===== src/rtl/wreg_file.sv =====
module wreg_file #(
  parameter int DATA_W = 8,
  parameter int ADDR_W = 3
) (
  input  logic              clk,
  input  logic              rst,
  input  logic [ADDR_W-1:0] addr_in,
  input  logic              addr_stb,
  input  logic              rd_stb,
  input  logic              wr_stb,
  input  logic              oe_n,
  input  logic [DATA_W-1:0] bus_in,
  output logic [DATA_W-1:0] bus_out,
  output logic              bus_oe,
  output logic              conflict
);
  localparam int DEPTH = 1 << ADDR_W;

  logic [DATA_W-1:0] ent [DEPTH];
  logic [ADDR_W-1:0] addr_q;
  logic [DATA_W-1:0] rd_data;
  logic              a_q, r_q, w_q, rd_active;
  logic [DEPTH-1:0]  wr_hot, rd_hot;

  wire a_rise = addr_stb & ~a_q;
  wire r_rise = rd_stb & ~r_q;
  wire w_rise = wr_stb & ~w_q;
  wire do_rd  = r_rise & ~w_rise;
  wire do_wr  = w_rise & ~r_rise & ~rd_active;

  always_comb begin
    wr_hot = '0;
    rd_hot = '0;
    for (int i = 0; i < DEPTH; i++) begin
      wr_hot[i] = do_wr && (addr_q == ADDR_W'(i));
      rd_hot[i] = do_rd && (addr_q == ADDR_W'(i));
    end
  end

  always_ff @(posedge clk) begin
    if (rst) begin
      a_q <= 1'b0;
      r_q <= 1'b0;
      w_q <= 1'b0;
      addr_q <= '0;
      conflict <= 1'b0;
      rd_active <= 1'b0;
      rd_data <= '0;
      for (int i = 0; i < DEPTH; i++) ent[i] <= '0;
    end else begin
      a_q <= addr_stb;
      r_q <= rd_stb;
      w_q <= wr_stb;
      if (a_rise) addr_q <= addr_in;
      if (r_rise && w_rise) conflict <= 1'b1;
      if (do_rd) rd_active <= 1'b1;
      else if (!rd_stb) rd_active <= 1'b0;
      for (int i = 0; i < DEPTH; i++) begin
        if (wr_hot[i]) ent[i] <= bus_in;
        if (rd_hot[i]) rd_data <= ent[i];
      end
    end
  end

  assign bus_oe  = rd_active & ~oe_n;
  assign bus_out = bus_oe ? rd_data : '0;
endmodule



===== config.mk =====
export PLATFORM = sky130hd
export DESIGN_NAME = wreg_file
export DESIGN_NICKNAME = d
export VERILOG_FILES = /design/src/rtl/wreg_file.sv
export SDC_FILE = /design/constraint.sdc
export NUM_CORES = 1
export LEC_CHECK = 0
export ABC_CLOCK_PERIOD_IN_PS = 2150
export CORE_ASPECT_RATIO = 0.6
export CORE_MARGIN = 3
export CORE_UTILIZATION = 36
export DETAILED_ROUTE_END_ITERATION = 8
export GPL_TIMING_DRIVEN = 0
export PLACE_DENSITY_LB_ADDON = 0.1
export SETUP_SLACK_MARGIN = 0.2
export SYNTH_ARGS = -nofsm -noshare
export SYNTH_HDL_FRONTEND = slang
export SYNTH_SLANG_ARGS = --single-unit
export TNS_END_PERCENT = 10

===== constraint.sdc =====
create_clock -name clk -period 2.15 [get_ports clk]
set_clock_uncertainty 0.15 [all_clocks]
set_input_delay 0.215 -clock clk [delete_from_list [all_inputs] [get_ports clk]]
set_output_delay 0.215 -clock clk [all_outputs]
set_load 0.02 [all_outputs]

== Yosys cells after proc, flatten, opt, wreduce, memory -nomap -nowiden ==
Memories as Yosys holds them, arrays and structs flattened.
Index checks and enable logic that the tools add are counted.
Storage, ports and cells
  register bits: 16
  RAM bits: 64
  input port bits: 17
  output and inout bits: 10
  memories: 1
Cells by class
  eq/ne operators: 8
  muxes and demuxes: 45
  bitwise logic cells: 22
  reductions and logical operators: 19
Memories
  ent: depth 8, width 8, rd ports 8, clocked after memory_dff 0, wr ports 8, line 19  | logic [DATA_W-1:0] ent [DEPTH];
Operators by type and width (count)
  2-to-1 mux 8 bit: 17
  2-to-1 mux 1 bit: 28
  logical AND 1 bit: 17
  == test 3 bit, second input constant: 4
  OR 1 bit: 8
  nonzero test 8 bit: 1
  bitwise AND 1 bit: 7
  inverter 1 bit: 7
  == test 3 x 2 -> 1 bit, second input constant: 2
  == test 3 x 1 -> 1 bit, second input constant: 1
  logical NOT 3 bit: 1
  != test 2 x 1 -> 1 bit, second input constant: 1

== Longest topological paths before layout ==
  depth in word-level cells: 13
  depth in mapped cells: 7

== Worst setup path after synthesis ==
OpenSTA, ideal clock, no wires.
  path kind: register -> register
  from: reg addr_q[0]
  to: mem ent[4][0] (netlist: ent[1][0]), enable pin
  arrival: 1.384 ns
  data required time: 1.666 ns
  slack: 0.282 ns
  cell stages (with the launch flop): 7
  buffers on the path: 3
  path through: dfxtp_1 > buf_6 > buf_2 > buf_4 > nor2_1 > nand3_1 > nand2b_1
RTL lines
  start: declaration: line 20  | logic [ADDR_W-1:0] addr_q;
  start signal: assignment: line 54  | if (a_rise) addr_q <= addr_in;
  end: declaration: line 19

==> results.md <==
- Status: finished, final reports clean
- Total Power: roughly 3.7 mW
- Setup ws final: about 0.19 ns
- WS Path Type: reg2reg
- Drc violations: 0
- Slew @ Worst Pin: 0.6525 ns
- Period utilization: 0.9134
- Pwr per Cell Area: 806.6 nW/µm²
- Post-synth ARST share: 0
- Min Tclk post-route: 1.964 ns
- CTS Buf Count: 9
- Vias: 2765
- Fin area: between 4000 and 5000 µm²
- GRT Residual Overflow: 0
- Synth area leader: edfxtp_1
- Internal power: 2.801 mW
- Final setup violation count: 0
- RSZ-0062 raised after global routing: yes
- Syn avg cell area: approximately 11 µm²
- Pleak: 1.680 nW
- Top post-synthesis cells by area: edfxtp_1, dfxtp_1, nor2_1
- Die Ht: 84.94 µm
- Largest fanout on the critical path: 10
- Endpoint type of the worst setup path: register
- Post-synth EDFFs: 64
- Most used DFF post-synth: edfxtp_1
- Routability congestion estimate: 0.8790
- Hpwl dp: 7500 µm
- DR vias/cell: 5.486
- Pin count of the biggest net entering global routing: 15
- Worst Hold Class: in2reg
- Final Instance Count excl. Fillers: 504
- Finished Core Util: 0.4618
- Core area: 9985 µm²
- Yosys reg bits: 80
- Clock power share: 0.411
- Comb pwr share: 0.107
- Min Hold Slack: 0.2995 ns
- Switch share: 0.2468
- # placed instances: a little under 500
- Die Wd: between 100 and 150 µm
- Ports: 27
- Gr usage total: 0.1940
- CP required: around 2.0 ns
- DRT antenna net count: 0
- Hold buffer count at cts: 0
- Syn nets: 343
- FMAX: ~510 MHz
- Yosys cell types: 45
- Sequential Power Share: 0.482
- Number of global-route vias before repair: approximately 2800
- Routed length per instance: 21.33 µm
- Skew-Pair Late Insertion Delay: 0.34 ns
- YS warnings: 0
- Iteration-0 DRC Markers: around 270
- Crit path DAT: 1.85 ns
- Post-DP Area: 4168 µm²
- Starting Density: 0.3744
- TritonCTS clock tree: built
- Clk sinks: 80
- Root Buffer: clkbuf_16
- Fillcell total: between 900 and 1000
- Final #Nets: about 380
- Mapped Area: 3739 µm²
- Sw power: roughly 920 µW
- Number of port buffers: 26
- Hold violation total from the final report: 0
- Syn Inst Count: around 330
- Share of the synthesized area in the top cell type: 0.5141
- Routed wire length: between 10000 and 15000 µm
- Syn-to-layout area delta: 23.33%
- FP Rows: 28
- MaxCap Viol Count: 0
- First-pass GRT wire length: 16170 µm
- Layout cell share with drive strength beyond 1: 0.1843
- Maximum clock path buffer count: 2
- Reg clk slew, reported paths: 0.06 ns
- Pre-CTS worst setup slack: -0.8494 ns
- Seq/Total Area, Yosys: 0.5997
- Area of the multi-input gates: 1480 µm²
- H-tree depth: 3
- TNS Setup: 0 ns
- Maximum VDD drop: 0.0003997 V
- Die ar.: 11680 µm²
- N_diodes: 0
- Length of the first detailed-routing pass in iterations: 5
- FF+latch area: 2245 µm²
- Initial antenna violation count: 0
- Slew margin rel.: 0.5650
- Fin. max-slew vios: 0
- CP Launch Type: register
[layout make-up]
cell class / count / area share
sequential: 80 / 0.4868
multi-input combinational: 213 / 0.3210
timing repair buffer: 27 / 0.05509
clock buffer: 9 / 0.04885
tap: 135 / 0.03664
buffer: 19 / 0.02469
clock inverter: 7 / 0.01520
inverter: 14 / 0.01167
[path summary, 6_finish.rpt]
path	slack [ns]	depth (start not counted)	end	startpoint
setup / recovery	0.19	4	ent[1][14]	addr_q[2]
hold / removal	0.30	2	a_q	addr_stb
setup reg to reg	0.19	4	ent[1][14]	addr_q[2]
hold reg to reg	0.33	2	conflict	conflict
[Yosys cell counts, drive strengths merged, types with 2 or more instances]
library cell and number:
a2111oi 3, a211oi 5, a21boi 4, a21oi 12
a221o 6, a2bb2oi 3, a311o 3, a31o 4
a31oi 3, a41oi 2, and2 8, and3 3
buf 14, clkbuf 5, dfxtp 16, edfxtp 64
inv 13, mux2 3, mux2i 8, mux4 3
nand2 9, nand2b 21, nand3 6, nor2 66
nor2b 9, nor3 4, nor3b 2, nor4 4
o2111ai 3, o21ai 5, o22ai 3, o2bb2ai 2
o41ai 2
[cell usage in the layout (no fill, tap or decap), types with 4 or more instances in the layout]
master and instances:
a211oi_1 5, a21boi_0 4, a21oi_1 12, a221o_1 6, a31o_2 4, and2_1 8
buf_2 9, clkbuf_16 9, clkdlybuf4s50_1 17, dfxtp_1 14, dlygate4sd2_1 7, edfxtp_1 64
inv_1 13, mux2i_1 8, nand2_1 6, nand2b_1 15, nand2b_4 6, nor2_1 63
nor2b_1 9, o21ai_0 5
[worst max-delay path: stages, from the launching register on]
cell      delay, ns
dfxtp_2        0.48
buf_2          0.31
clkbuf_4       0.30
nand3_4        0.19
nand2b_4       0.22
[state kept, by name (all words and copies together) (netlist names)]
signal	cells
a_q	1
rd_data	8
w_q	1
rd_active	1
ent	64
addr_q	3
r_q	1
conflict	1
[logic make-up after synthesis]
logic type                count (synthesis)  share of synthesized area
xor gates and xnor gates                  1                   0.002343
muxes                                    14                    0.04853
buffers and inverters                    33                    0.04083
and+or+nand+nor                         135                     0.1797
DFF                                      80                     0.5997
AOI/OAI and AO/OA                        63                     0.1289
[power groups by stage]
stage	Combinational (mW)	Sequential [mW]	Clock, mW
floorplan	0.230	1.81	0
global placement	0.365	1.82	0
detailed placement	0.364	1.82	0
CTS	0.373	1.79	1.54
global route	0.427	1.80	1.60
finish	0.398	1.79	1.53
[timing repair]
action / in CTS / in global routing
setup endpoints to repair: 91 / 119
gates resized for setup: 25 / 29
setup buffers: 0 / 1
pin swaps: 0 / 1
[metal layers]
layer,global-route usage,wire length [µm],up-vias
met5,0,0,-
met4,0.05072,35,0
met3,0.06280,751,4
met2,0.2611,4495,107
met1,0.2982,5466,1375
li1,-,-,1279
(Power assumes the default switching activity.)
